--- config.mk ---
export PLATFORM = sky130hd
export DESIGN_NAME = usb_suspend_ctl
export DESIGN_NICKNAME = d
export VERILOG_FILES = /design/src/rtl/usb_susp_pkg.sv /design/src/rtl/susp_idle_timer.sv /design/src/rtl/susp_regs.sv /design/src/rtl/susp_pwr_fsm.sv /design/src/rtl/usb_suspend_ctl.sv
export SDC_FILE = /design/constraint.sdc
export NUM_CORES = 1
export LEC_CHECK = 0
export BUFFER_PORTS_ARGS = -buffer_cell sky130_fd_sc_hd__buf_2
export CORE_MARGIN = 2
export CORE_UTILIZATION = 46
export CTS_BUF_LIST = sky130_fd_sc_hd__clkbuf_4 sky130_fd_sc_hd__clkbuf_8 sky130_fd_sc_hd__clkbuf_16
export CTS_CLUSTER_SIZE = 25
export DETAILED_ROUTE_END_ITERATION = 10
export HOLD_SLACK_MARGIN = 0.02
export PLACE_DENSITY = 0.76
export SLEW_MARGIN = 20
export SYNTH_ARGS = -nofsm -noshare
export SYNTH_HDL_FRONTEND = slang
export SYNTH_HIERARCHICAL = 1
export SYNTH_SLANG_ARGS = --single-unit
--- constraint.sdc ---
create_clock -name clk -period 1.6 [get_ports clk]
set_input_delay 0.08 -clock clk [delete_from_list [all_inputs] [get_ports clk]]
set_output_delay 0.08 -clock clk [all_outputs]
set_load 0.01 [all_outputs]
--- src/rtl/usb_susp_pkg.sv ---
package usb_susp_pkg;
   typedef enum logic [1:0] {
      PS_AWAKE  = 2'd0,
      PS_DELAY  = 2'd1,
      PS_ASLEEP = 2'd2
   } pwr_state_t;

   localparam logic [1:0] ADR_STATUS = 2'd0;
   localparam logic [1:0] ADR_ENABLE = 2'd1;
   localparam logic [1:0] ADR_CLKCFG = 2'd2;
   localparam logic [1:0] ADR_MODE   = 2'd3;

   localparam int BIT_SUSP_FLAG = 0;
   localparam int BIT_BUS_IDLE  = 1;
   localparam int BIT_CTRL      = 0;
endpackage

--- src/rtl/susp_idle_timer.sv ---
module susp_idle_timer #(
   parameter int IDLE_MS = 3
) (
   input  logic clk,
   input  logic rst_n,
   input  logic line_idle,
   input  logic tick,
   output logic set_evt_o,
   output logic bus_sts_o
);
   localparam int LIMIT = IDLE_MS + 1;
   localparam int CW    = $clog2(LIMIT + 1);
   localparam logic [CW-1:0] LIM_V  = CW'(LIMIT);
   localparam logic [CW-1:0] PRE_V  = CW'(LIMIT - 1);

   logic [CW-1:0] cnt_q;

   always_ff @(posedge clk or negedge rst_n) begin
      if (!rst_n) begin
         cnt_q <= '0;
      end else if (!line_idle) begin
         cnt_q <= '0;
      end else if (tick && (cnt_q != LIM_V)) begin
         cnt_q <= cnt_q + 1'b1;
      end
   end

   assign set_evt_o = line_idle && tick && (cnt_q == PRE_V);
   assign bus_sts_o = line_idle && (cnt_q == LIM_V);
endmodule

--- src/rtl/susp_regs.sv ---
module susp_regs
   import usb_susp_pkg::*;
#(
   parameter int DATA_W = 8
) (
   input  logic              clk,
   input  logic              rst_n,
   input  logic              wr,
   input  logic [1:0]        addr,
   input  logic [DATA_W-1:0] wdata,
   input  logic              set_evt,
   input  logic              bus_sts,
   input  logic              wake,
   output logic              sts_o,
   output logic              ie_o,
   output logic              run_o,
   output logic              go_fall_o,
   output logic [DATA_W-1:0] rdata
);
   logic sts_q, ie_q, run_q, go_q;
   logic clr_req;

   assign clr_req   = wr && (addr == ADR_STATUS) && wdata[BIT_SUSP_FLAG];
   assign go_fall_o = wr && (addr == ADR_MODE) && !wdata[BIT_CTRL] && go_q;

   always_ff @(posedge clk or negedge rst_n) begin
      if (!rst_n) begin
         sts_q <= 1'b0;
         ie_q  <= 1'b0;
         run_q <= 1'b1;
         go_q  <= 1'b0;
      end else begin
         if (set_evt)      sts_q <= 1'b1;
         else if (clr_req) sts_q <= 1'b0;
         if (wr && (addr == ADR_ENABLE)) ie_q <= wdata[BIT_CTRL];
         if (wake)                            run_q <= 1'b1;
         else if (wr && (addr == ADR_CLKCFG)) run_q <= wdata[BIT_CTRL];
         if (wr && (addr == ADR_MODE)) go_q <= wdata[BIT_CTRL];
      end
   end

   always_comb begin
      rdata = '0;
      unique case (addr)
         ADR_STATUS: begin
            rdata[BIT_SUSP_FLAG] = sts_q;
            rdata[BIT_BUS_IDLE]  = bus_sts;
         end
         ADR_ENABLE: rdata[BIT_CTRL] = ie_q;
         ADR_CLKCFG: rdata[BIT_CTRL] = run_q;
         default:    rdata[BIT_CTRL] = go_q;
      endcase
   end

   assign sts_o = sts_q;
   assign ie_o  = ie_q;
   assign run_o = run_q;
endmodule

--- src/rtl/susp_pwr_fsm.sv ---
module susp_pwr_fsm
   import usb_susp_pkg::*;
#(
   parameter int SUSP_DLY_MS = 2
) (
   input  logic       clk,
   input  logic       rst_n,
   input  logic       line_idle,
   input  logic       tick,
   input  logic       go_fall,
   input  logic       clk_run,
   output pwr_state_t state_o,
   output logic       wake_o
);
   localparam int DW = (SUSP_DLY_MS < 2) ? 1 : $clog2(SUSP_DLY_MS);
   localparam logic [DW-1:0] LAST_V = DW'(SUSP_DLY_MS - 1);

   pwr_state_t    st_q;
   logic [DW-1:0] dcnt_q;

   assign wake_o = (st_q != PS_AWAKE) && !line_idle;

   always_ff @(posedge clk or negedge rst_n) begin
      if (!rst_n) begin
         st_q   <= PS_AWAKE;
         dcnt_q <= '0;
      end else begin
         unique case (st_q)
            PS_AWAKE: begin
               if (go_fall && !clk_run) begin
                  st_q   <= PS_DELAY;
                  dcnt_q <= '0;
               end
            end
            PS_DELAY: begin
               if (!line_idle) begin
                  st_q <= PS_AWAKE;
               end else if (tick) begin
                  if (dcnt_q == LAST_V) st_q <= PS_ASLEEP;
                  else                  dcnt_q <= dcnt_q + 1'b1;
               end
            end
            default: begin
               if (!line_idle) st_q <= PS_AWAKE;
            end
         endcase
      end
   end

   assign state_o = st_q;
endmodule

--- src/rtl/usb_suspend_ctl.sv ---
module usb_suspend_ctl
   import usb_susp_pkg::*;
#(
   parameter int IDLE_MS     = 3,
   parameter int SUSP_DLY_MS = 2,
   parameter int DATA_W      = 8
) (
   input  logic              clk,
   input  logic              rst_n,
   input  logic              line_idle,
   input  logic              tick_1ms,
   input  logic              reg_wr,
   input  logic [1:0]        reg_addr,
   input  logic [DATA_W-1:0] reg_wdata,
   output logic [DATA_W-1:0] reg_rdata,
   output logic              irq_o,
   output logic              suspend_o,
   output logic              clk_en_o
);
   generate
      if (IDLE_MS < 1)     begin : g_bad_idle  $error("IDLE_MS must be at least 1");     end
      if (SUSP_DLY_MS < 1) begin : g_bad_delay $error("SUSP_DLY_MS must be at least 1"); end
      if (DATA_W < 2)      begin : g_bad_width $error("DATA_W must be at least 2");      end
   endgenerate

   logic       set_evt, bus_sts, sts, ie, run, go_fall, wake;
   pwr_state_t pstate;

   susp_idle_timer #(.IDLE_MS(IDLE_MS)) u_timer (
      .clk(clk), .rst_n(rst_n), .line_idle(line_idle), .tick(tick_1ms),
      .set_evt_o(set_evt), .bus_sts_o(bus_sts)
   );

   susp_regs #(.DATA_W(DATA_W)) u_regs (
      .clk(clk), .rst_n(rst_n), .wr(reg_wr), .addr(reg_addr), .wdata(reg_wdata),
      .set_evt(set_evt), .bus_sts(bus_sts), .wake(wake),
      .sts_o(sts), .ie_o(ie), .run_o(run), .go_fall_o(go_fall), .rdata(reg_rdata)
   );

   susp_pwr_fsm #(.SUSP_DLY_MS(SUSP_DLY_MS)) u_fsm (
      .clk(clk), .rst_n(rst_n), .line_idle(line_idle), .tick(tick_1ms),
      .go_fall(go_fall), .clk_run(run), .state_o(pstate), .wake_o(wake)
   );

   assign irq_o     = sts & ie;
   assign suspend_o = (pstate == PS_ASLEEP);
   assign clk_en_o  = run & (pstate != PS_ASLEEP);
endmodule

==> results.py, run 1 <==
metrics = {
    "setup_path": {
        "start_kind": "flip-flop",
        "r2r_start": "u_timer/cnt_q[0]$_DFFE_PN0P_",
        "r2r_end": "u_timer/cnt_q[2]$_DFFE_PN0P_",
        "end_kind": "output pin",
        "r2r_setup_slack_ns": 0.28,
        "r2r_cells": 4,
        "path_class": "flip-flop to output pin",
        "cp_data_arrival_time_ns": 1.38,
        "worstPathMaxFanout": 3,
        "crit_required_ns": 1.52,
    },
    "cts": {
        "clkSlewWorstSetupHoldPaths_ns": 0.08,
        "cts_tree": "built",
        "ctsHtreeMaxLevel": 1,
        "cts-root-buf": "clkbuf_4",
        "cts_buffers": 3,
        "cts.sinks": 10,
        "clock_path_buffers": 2,
        "clk_latency_ns": 0.27,
    },
    "placed_design": {
        "place_congestion": 0.751,
        "detailed_place_hpwl_microns": 792,
        "io_buffers": 12,
        "dp_cells": 87,
    },
    "timing": {
        "setup_violations": 0,
        "period_needed_ns": 1.46,
        "fmax_mhz": 686,
        "setup-tns-final_ns": 0,
        "hold_viol_final": 0,
        "rsz0062_at_grt": "no",
        "finalMaxSlewViolations": 0,
        "fin_crit_sh": 0.910,
        "skew_ns": 0.00924,
    },
    "global_routing": {
        "overflow": 0,
        "grt_pass1_vias": 404,
        "grt_max_degree": 11,
        "grt_pass1_wl_mm": 1.77,
        "antenna_found_initial": 0,
        "grt_util_all_layers": 0.133,
    },
    "die": {
        "coreArea_sq_um": 1320,
        "rows": 13,
        "ios": 26,
        "die_h_microns": 42.0,
        "fp.dieArea_sq_um": 1760,
        "die_x_microns": 42.0,
        "start_util": 0.504,
    },
    "synthesis": {
        "ys_ff_latch": 10,
        "ys_types": 33,
        "netlist_area_sq_um": 664,
        "synth-edff-count": 0,
        "synthArstFlopShare": 1.00,
        "ys_seq_area_frac": 0.379,
        "ys.flop_type": "dfrtp_1",
        "synth.most_common_cell": "dfrtp_1",
        "syn_avg_cell_area_sq_um": 10.9,
        "yosys-top-cells-area": "dfrtp_1 34%, buf_4 6.8%, ha_1 5.6%",
        "synth_area_leader_cell": "dfrtp_1",
        "syn_inst": 61,
        "synth_top_area_frac": 0.339,
        "yosysWarnings": 6,
        "netlist_top_cells_count": "9 x dfrtp_1, 6 x buf_4, 5 x inv_1",
    },
    "min_path": {
        "hold_depth": 2,
        "whs_endpoint": "u_regs/ie_o$_DFFE_PN0P_",
        "min_path_type": "primary input to flip-flop",
        "min-delay-start": "reg_wdata[0]",
    },
    "final_layout": {
        "drive_above_1_share": 0.338,
        "nets": 96,
        "syn_to_final_growth_pct": 16.8,
        "final_cell_count_no_fill": 92,
        "diodes": 0,
    },
    "route": {
        "drc": 0,
        "wire_per_inst_microns": 12.2,
        "vias": 464,
        "drtAntennaViolNets": 0,
        "via_per_inst": 5.04,
        "totalWireLength_mm": 1.12,
        "dr.pass1.iters": 4,
        "drt-initial-drc-count": 4,
    },
    "power_and_ir_drop": {
        "switching_power_mw": 0.208,
        "p_leak_nw": 0.376,
        "pwr-share-seq": 0.455,
        "report.power.total_mw": 0.728,
        "power_density_nw_per_um2": 938,
        "worst_ir_drop_vdd_mv": 0.698,
        "p_int_mw": 0.520,
        "combPwrFrac": 0.226,
        "p_clk_frac": 0.319,
        "swShare": 0.285,
    },
    "job": {
        "max-cap-violations": 0,
    },
    "status": {
        "status": "completed",
    },
}
worst max-delay path by stage:
stage	depth (start not counted)	slack [ns]	end	startpoint
6_report	5	0.14	reg_rdata[1]	u_timer/cnt_q[1]$_DFFE_PN0P_
5_1_grt	5	0.04	reg_rdata[1]	u_timer/cnt_q[1]$_DFFE_PN0P_
4_1_cts	5	0.05	reg_rdata[1]	u_timer/cnt_q[0]$_DFFE_PN0P_
3_5_place_dp	4	0.30	u_timer/cnt_q[2]$_DFFE_PN0P_	u_timer/cnt_q[1]$_DFFE_PN0P_
3_3_place_gp	4	0.34	u_timer/cnt_q[2]$_DFFE_PN0P_	u_timer/cnt_q[1]$_DFFE_PN0P_
2_1_floorplan	4	0.37	u_timer/cnt_q[2]$_DFFE_PN0P_	u_timer/cnt_q[0]$_DFFE_PN0P_
timing repair:
| action | CTS | global route |
|---|---|---|
| hold endpoints to repair | 10 | 0 |
| setup buffers | 0 | 0 |
| resized for setup | 0 | 3 |
| setup endpoints to repair | 0 | 1 |
| hold buffers | 1 | 0 |
metrics by stage:
stage	util	hold WS, ns	instance area, sq um	setup slack [ns]
after floorplan	-	-0.216	683	0.372
after global placement	0.544	-0.0446	717	0.342
after detailed placement	0.544	-0.0434	717	0.297
after CTS	0.579	0.0946	763	0.0538
after global routing	0.589	0.0955	776	0.0358
final	0.589	0.102	776	0.143
routing by layer:
metal,routed length [microns],global-route usage,up-vias
met3,78,0.0733,2
met4,4,0.0387,0
met2,528,0.213,14
met1,514,0.153,216
li1,-,-,232
met5,0,0,-
layout by cell type (no fill, tap or decap), types with 2 or more instances in the layout:
cell and n:
buf_2 12, nand3b_1 3, and3_1 2, nor3b_1 2, ha_1 2, clkbuf_4 3, conb_1 6, and2_1 2
inv_1 4, o21ai_0 2, nor2_1 4, dfrtp_1 9
state kept, by name, summed over array words and instances, names as in the netlist:
| register | cells |
|---|---|
| u_timer/cnt_q | 3 |
| u_fsm/state_o | 2 |
| u_fsm/dcnt_q | 1 |
| u_regs/go_q | 1 |
| u_regs/ie_o | 1 |
| u_regs/run_o | 1 |
| u_regs/sts_o | 1 |
power groups by stage:
stage | logic, mW | clock network [mW] | registers (mW)
2_1_floorplan | 0.116 | 0 | 0.327
3_3_place_gp | 0.147 | 0 | 0.334
3_5_place_dp | 0.150 | 0 | 0.337
4_1_cts | 0.154 | 0.243 | 0.331
5_1_grt | 0.181 | 0.258 | 0.338
6_report | 0.165 | 0.232 | 0.332
kinds of logic after synthesis:
logic type	Yosys count	synth area share
AO/OA/AOI/OAI	8	0.0961
XOR/XNOR	1	0.0132
adder cells (fa/ha/maj)	3	0.0565
buffers and inverters	11	0.0960
flip-flops	10	0.379
multiplexers	4	0.0885
other	1	0.00564
AND/OR/NAND/NOR	23	0.266
cell type report:
class | instances | area (sq um)
Clock buffer | 4 | 36.3
Fill cell | 112 | 542
Inverter | 5 | 18.8
Multi-Input combinational cell | 45 | 380
Sequential cell | 10 | 251
Tap cell | 15 | 18.8
Timing Repair Buffer | 13 | 70.1
critical path, cell delays in order (launching register included):
cell	delay [ns]
dfrtp_1	0.39
inv_1	0.10
ha_4	0.15
and3_1	0.15
nor3b_1	0.16
buf_2	0.16
(Power assumes the default switching activity.)
==> inputs of run 2 (changes only) <==
--- a/config.mk
+++ b/config.mk
@@ -7,12 +7,12 @@
 export LEC_CHECK = 0
 export BUFFER_PORTS_ARGS = -buffer_cell sky130_fd_sc_hd__buf_2
 export CORE_MARGIN = 2
-export CORE_UTILIZATION = 46
+export CORE_UTILIZATION = 35
 export CTS_BUF_LIST = sky130_fd_sc_hd__clkbuf_4 sky130_fd_sc_hd__clkbuf_8 sky130_fd_sc_hd__clkbuf_16
 export CTS_CLUSTER_SIZE = 25
 export DETAILED_ROUTE_END_ITERATION = 10
 export HOLD_SLACK_MARGIN = 0.02
-export PLACE_DENSITY = 0.76
+export PLACE_DENSITY = 0.61
 export SLEW_MARGIN = 20
 export SYNTH_ARGS = -nofsm -noshare
 export SYNTH_HDL_FRONTEND = slang
==> run 2 against run 1 <==
Effect of this change: die area is 28% higher; cell count is 11% higher; via count is 3.0% lower; highest routed layer unchanged.
==> results.py, run 2 (synthesis results as in run 1) <==
metrics = {
    "placed_design": {
        "place_congestion": 0.721,
        "post-place-ws_ns": 0.318,
        "io_buffers": 12,
        "detailed_place_hpwl_microns": 873,
    },
    "setup_path": {
        "end_kind": "output pin",
        "crit_required_ns": 1.52,
        "crit_chain": "inv_1 > ha_4 > and3_1 > nor3b_1 > buf_2",
        "start_kind": "flip-flop",
        "r2r_setup_slack_ns": 0.29,
        "slowest_stage": "dfrtp_1",
        "r2r_end": "u_timer/cnt_q[2]$_DFFE_PN0P_",
        "path_class": "flip-flop to output pin",
        "cp_data_arrival_time_ns": 1.39,
        "r2r_cells": 4,
        "slowest_delay_ns": 0.40,
        "worstPathMaxFanout": 3,
        "r2r_start": "u_timer/cnt_q[0]$_DFFE_PN0P_",
    },
    "cts": {
        "ctsHtreeMaxLevel": 1,
        "cts_tree": "built",
        "postCtsSetupBuffers": 0,
        "clk_latency_ns": 0.26,
        "cts-root-buf": "clkbuf_4",
        "cts.sinks": 10,
        "cts_buffers": 3,
        "clock_path_buffers": 2,
        "clkSlewWorstSetupHoldPaths_ns": 0.06,
    },
    "power_and_ir_drop": {
        "switching_power_mw": 0.200,
        "p_int_mw": 0.521,
        "power_density_nw_per_um2": 915,
        "combPwrFrac": 0.229,
        "swShare": 0.277,
        "p_leak_nw": 0.376,
        "p_clk_frac": 0.311,
        "worst_ir_drop_vdd_mv": 0.427,
        "pwr-share-seq": 0.460,
    },
    "timing": {
        "rsz0062_at_grt": "no",
        "setup_violations": 0,
        "finalMaxSlewViolations": 0,
        "skew_ns": 0.000262,
        "fmax_mhz": 681,
        "fin_crit_sh": 0.918,
        "hold_viol_final": 0,
        "period_needed_ns": 1.47,
        "worst_slack_ns": 0.131,
        "setup-tns-final_ns": 0,
    },
    "global_routing": {
        "antenna_found_initial": 0,
        "grt_max_degree": 11,
        "overflow": 0,
        "grt_util_all_layers": 0.115,
        "grt_pass1_wl_mm": 1.72,
        "grt_pass1_vias": 404,
    },
    "min_path": {
        "min_path_type": "primary input to flip-flop",
        "min-delay-start": "reg_wdata[0]",
        "whs_endpoint": "u_regs/run_o$_DFFE_PN1P_",
        "hold_depth": 3,
    },
    "die": {
        "fp.dieArea_sq_um": 2260,
        "coreArea_sq_um": 1760,
        "ios": 26,
        "rows": 15,
        "die_h_microns": 47.6,
        "die_x_microns": 47.6,
        "start_util": 0.377,
    },
    "route": {
        "dr.pass1.iters": 1,
        "totalWireLength_mm": 1.15,
        "via_per_inst": 4.41,
        "drt-initial-drc-count": 0,
        "wire_per_inst_microns": 11.2,
        "drtAntennaViolNets": 0,
        "drc": 0,
        "vias": 450,
    },
    "final_layout": {
        "largest_register_ffs": 3,
        "layout_commonest_cell": "buf_2",
        "top_register": "u_timer/cnt_q",
        "nets": 96,
        "final_core_util": 0.447,
        "drive_above_1_share": 0.338,
        "diodes": 0,
        "final_cell_mix": "12 x buf_2, 9 x dfrtp_1, 6 x conb_1, 4 x nor2_1, 4 x inv_1",
        "syn_to_final_growth_pct": 18.6,
    },
    "status": {
        "status": "completed",
    },
    "job": {
        "max-cap-violations": 0,
    },
}
==> run 2: power groups by stage <==
| stage | Clock, mW | Sequential (mW) | Combinational (mW) |
|---|---|---|---|
| after floorplan | 0 | 0.327 | 0.116 |
| after CTS | 0.239 | 0.331 | 0.156 |
| after global routing | 0.247 | 0.337 | 0.188 |
| after detailed placement | 0 | 0.336 | 0.154 |
| after global placement | 0 | 0.334 | 0.149 |
| final | 0.224 | 0.332 | 0.165 |
==> run 2: per-stage QoR <==
stage | hold slack (ns) | cell area (sq um) | instances | power, mW
2_1_floorplan | -0.216 | 683 | 66 | 0.443
3_3_place_gp | -0.0381 | 729 | 97 | 0.483
3_5_place_dp | -0.0422 | 729 | 97 | 0.490
4_1_cts | 0.100 | 776 | 102 | 0.727
5_1_grt | 0.117 | 788 | 102 | 0.772
6_report | 0.112 | 788 | 102 | 0.721
==> run 2: worst max-delay path, delay by kind of cell (launching register included) <==
family,cells,cell delay [ns]
simple gates,2,0.31
fa+ha+maj,1,0.16
buf+inv,2,0.26
flops,1,0.40
==> run 2: worst max path at each step <==
stage,startpoint,end,slack (ns)
2_1_floorplan,u_timer/cnt_q[0]$_DFFE_PN0P_,u_timer/cnt_q[2]$_DFFE_PN0P_,0.37
3_5_place_dp,u_timer/cnt_q[1]$_DFFE_PN0P_,u_timer/cnt_q[2]$_DFFE_PN0P_,0.32
6_report,u_timer/cnt_q[1]$_DFFE_PN0P_,reg_rdata[1],0.13
3_3_place_gp,u_timer/cnt_q[1]$_DFFE_PN0P_,u_timer/cnt_q[2]$_DFFE_PN0P_,0.33
4_1_cts,u_timer/cnt_q[0]$_DFFE_PN0P_,reg_rdata[1],0.03
5_1_grt,u_timer/cnt_q[1]$_DFFE_PN0P_,reg_rdata[1],0.02
==> run 2: area by class of cell <==
| class | instances | area [sq um] |
|---|---|---|
| Sequential cell | 10 | 251 |
| Inverter | 5 | 18.8 |
| Timing Repair Buffer | 13 | 70.1 |
| Multi-Input combinational cell | 45 | 380 |
| Tap cell | 25 | 31.3 |
| Fill cell | 193 | 976 |
| Clock buffer | 4 | 36.3 |
==> run 2: what timing repair did <==
action                                  4_1_cts  5_1_grt
hold buffers                                  1        0
resized for setup                             0        3
endpoints found under the setup margin        0        1
endpoints found under the hold margin        10        0
==> run 2: layer usage <==
layer | GRT usage | up-vias | routed length, microns
met5 | 0 | - | 0
met2 | 0.173 | 10 | 591
met3 | 0.0226 | 2 | 72
li1 | - | 231 | -
met4 | 0.0973 | 0 | 9
met1 | 0.142 | 207 | 472
==> inputs of run 3 (changes only) <==
--- a/config.mk
+++ b/config.mk
@@ -13,6 +13,7 @@
 export DETAILED_ROUTE_END_ITERATION = 10
 export HOLD_SLACK_MARGIN = 0.02
 export PLACE_DENSITY = 0.61
+export SETUP_SLACK_MARGIN = 0.4
 export SLEW_MARGIN = 20
 export SYNTH_ARGS = -nofsm -noshare
 export SYNTH_HDL_FRONTEND = slang
==> run 3 against run 2 <==
Effect of this change: clock skew about the same; register-to-register slack is essentially flat; cell count grew 11%; sequential power decreased by 3%; critical endpoint unchanged; sequential cell count unchanged; non-clock buffer count up 11; hold slack worse by 0.010 ns; utilization is 6.9 points higher; critical path type unchanged; global-route usage up 0.79 points; wire length rose by 7.5%; sequential share of layout area decreased by 4.3 points.
==> results.py, run 3 (synthesis results as in run 1) <==
metrics = {
    "status": {
        "status": "completed",
    },
    "global_routing": {
        "grt_pass1_wl_mm": 1.88,
        "grt_max_degree": 11,
        "overflow": 0,
        "grt_pass1_vias": 473,
        "grt_util_all_layers": 0.123,
        "antenna_found_initial": 0,
    },
    "die": {
        "ios": 26,
        "fp.dieArea_sq_um": 2260,
        "start_util": 0.377,
        "die_x_microns": 47.6,
        "rows": 15,
        "die_h_microns": 47.6,
        "coreArea_sq_um": 1760,
    },
    "setup_path": {
        "crit_chain": "inv_2 > ha_4 > and3_4 > nor3b_2 > buf_2",
        "r2r_cells": 5,
        "slowest_delay_ns": 0.39,
        "path_class": "flip-flop to output pin",
        "crit_required_ns": 1.52,
        "end_kind": "output pin",
        "start_kind": "flip-flop",
        "worstPathMaxFanout": 2,
        "cp_data_arrival_time_ns": 1.31,
        "slowest_stage": "dfrtp_1",
    },
    "route": {
        "drt-initial-drc-count": 3,
        "totalWireLength_mm": 1.23,
        "dr.pass1.iters": 3,
        "via_per_inst": 4.46,
        "vias": 504,
        "wire_per_inst_microns": 10.9,
        "drtAntennaViolNets": 0,
        "drc": 0,
    },
    "cts": {
        "cts_buffers": 3,
        "cts-root-buf": "clkbuf_4",
        "cts.sinks": 10,
        "clkSlewWorstSetupHoldPaths_ns": 0.07,
        "clock_path_buffers": 2,
        "clk_latency_ns": 0.26,
        "ctsHtreeMaxLevel": 1,
        "cts_tree": "built",
    },
    "timing": {
        "setup_violations": 0,
        "fmax_mhz": 718,
        "period_needed_ns": 1.39,
        "skew_ns": 0.000391,
        "rsz0062_at_grt": "yes",
        "finalMaxSlewViolations": 0,
        "hold_viol_final": 0,
        "setup-tns-final_ns": 0,
        "fin_crit_sh": 0.870,
    },
    "final_layout": {
        "layout_commonest_cell": "buf_2",
        "diodes": 0,
        "final_core_util": 0.516,
        "drive_above_1_share": 0.489,
        "syn_to_final_growth_pct": 36.9,
        "largest_register_ffs": 3,
        "top_register": "u_timer/cnt_q",
        "final_cell_mix": "10 x buf_2, 9 x buf_4, 9 x dfrtp_1, 6 x conb_1",
        "final_cell_count_no_fill": 113,
        "fin_area_sq_um": 910,
        "nets": 107,
    },
    "power_and_ir_drop": {
        "swShare": 0.281,
        "power_density_nw_per_um2": 881,
        "pwr-share-seq": 0.403,
        "worst_ir_drop_vdd_mv": 0.469,
        "p_int_mw": 0.576,
        "p_leak_nw": 0.432,
        "report.power.total_mw": 0.801,
        "p_clk_frac": 0.252,
        "combPwrFrac": 0.344,
        "switching_power_mw": 0.225,
    },
    "job": {
        "max-cap-violations": 0,
    },
    "placed_design": {
        "detailed_place_hpwl_microns": 857,
        "dp_cells": 97,
        "place_congestion": 0.704,
        "io_buffers": 12,
        "dpl-instance-area_sq_um": 734,
    },
    "min_path": {
        "min_path_type": "primary input to flip-flop",
        "hold_depth": 2,
    },
}
-- run 3: layout make-up --
type                    instances  area [sq um]
repair buffers                 24           173
inverters                       5          18.8
well taps                      25          31.3
multi-input cells              45           405
flip-flops and latches         10           251
clock buffers                   4          30.0
fillers                       181           855
-- run 3: power groups by stage --
| stage | combinational, mW | sequential, mW | clock, mW |
|---|---|---|---|
| 2_1_floorplan | 0.116 | 0.327 | 0 |
| 3_3_place_gp | 0.150 | 0.334 | 0 |
| 3_5_place_dp | 0.155 | 0.336 | 0 |
| 4_1_cts | 0.229 | 0.321 | 0.209 |
| 5_1_grt | 0.301 | 0.329 | 0.222 |
| 6_report | 0.276 | 0.323 | 0.202 |
-- run 3: final timing paths --
| path | startpoint | to | slack, ns |
|---|---|---|---|
| worst max-delay path | u_timer/cnt_q[1]$_DFFE_PN0P_ | reg_rdata[1] | 0.21 |
| worst min-delay path | reg_wdata[0] | u_regs/ie_o$_DFFE_PN0P_ | 0.10 |
| worst max register to register | u_timer/cnt_q[1]$_DFFE_PN0P_ | u_timer/cnt_q[2]$_DFFE_PN0P_ | 0.29 |
| worst min register to register | u_fsm/dcnt_q$_DFFE_PN0P_ | u_fsm/dcnt_q$_DFFE_PN0P_ | 0.56 |
| max in group asynchronous | rst_n | u_regs/run_o$_DFFE_PN1P_ | 1.13 |
| min in group asynchronous | rst_n | u_regs/sts_o$_DFFE_PN0P_ | 0.21 |
-- run 3: worst max-delay path: cells and delay by family (launching register included) --
family	cells	cell delay (ns)
DFF	1	0.39
and+or+nand+nor	2	0.31
buffers and inverters	2	0.22
adders and majority gates	1	0.13
-- run 3: per-stage QoR --
step                      hold WS [ns]  setup slack (ns)
after floorplan                 -0.216             0.411
after global placement         -0.0387             0.377
after detailed placement       -0.0366             0.346
after CTS                       0.0973             0.187
after global routing             0.103             0.125
final                            0.102             0.208
-- run 3: timing repair --
item	CTS	global route
setup buffers	8	3
hold endpoints to repair	10	0
hold buffers	1	0
setup endpoints to repair	4	7
gates resized for setup	8	6
pin swaps	3	4
-- run 3: metal layers --
| metal | wire, microns | global-route usage | up-vias |
|---|---|---|---|
| met5 | 0 | 0 | - |
| met3 | 73 | 0.0566 | 2 |
| met4 | 10 | 0.0486 | 0 |
| met2 | 618 | 0.200 | 15 |
| met1 | 529 | 0.142 | 231 |
| li1 | - | - | 256 |
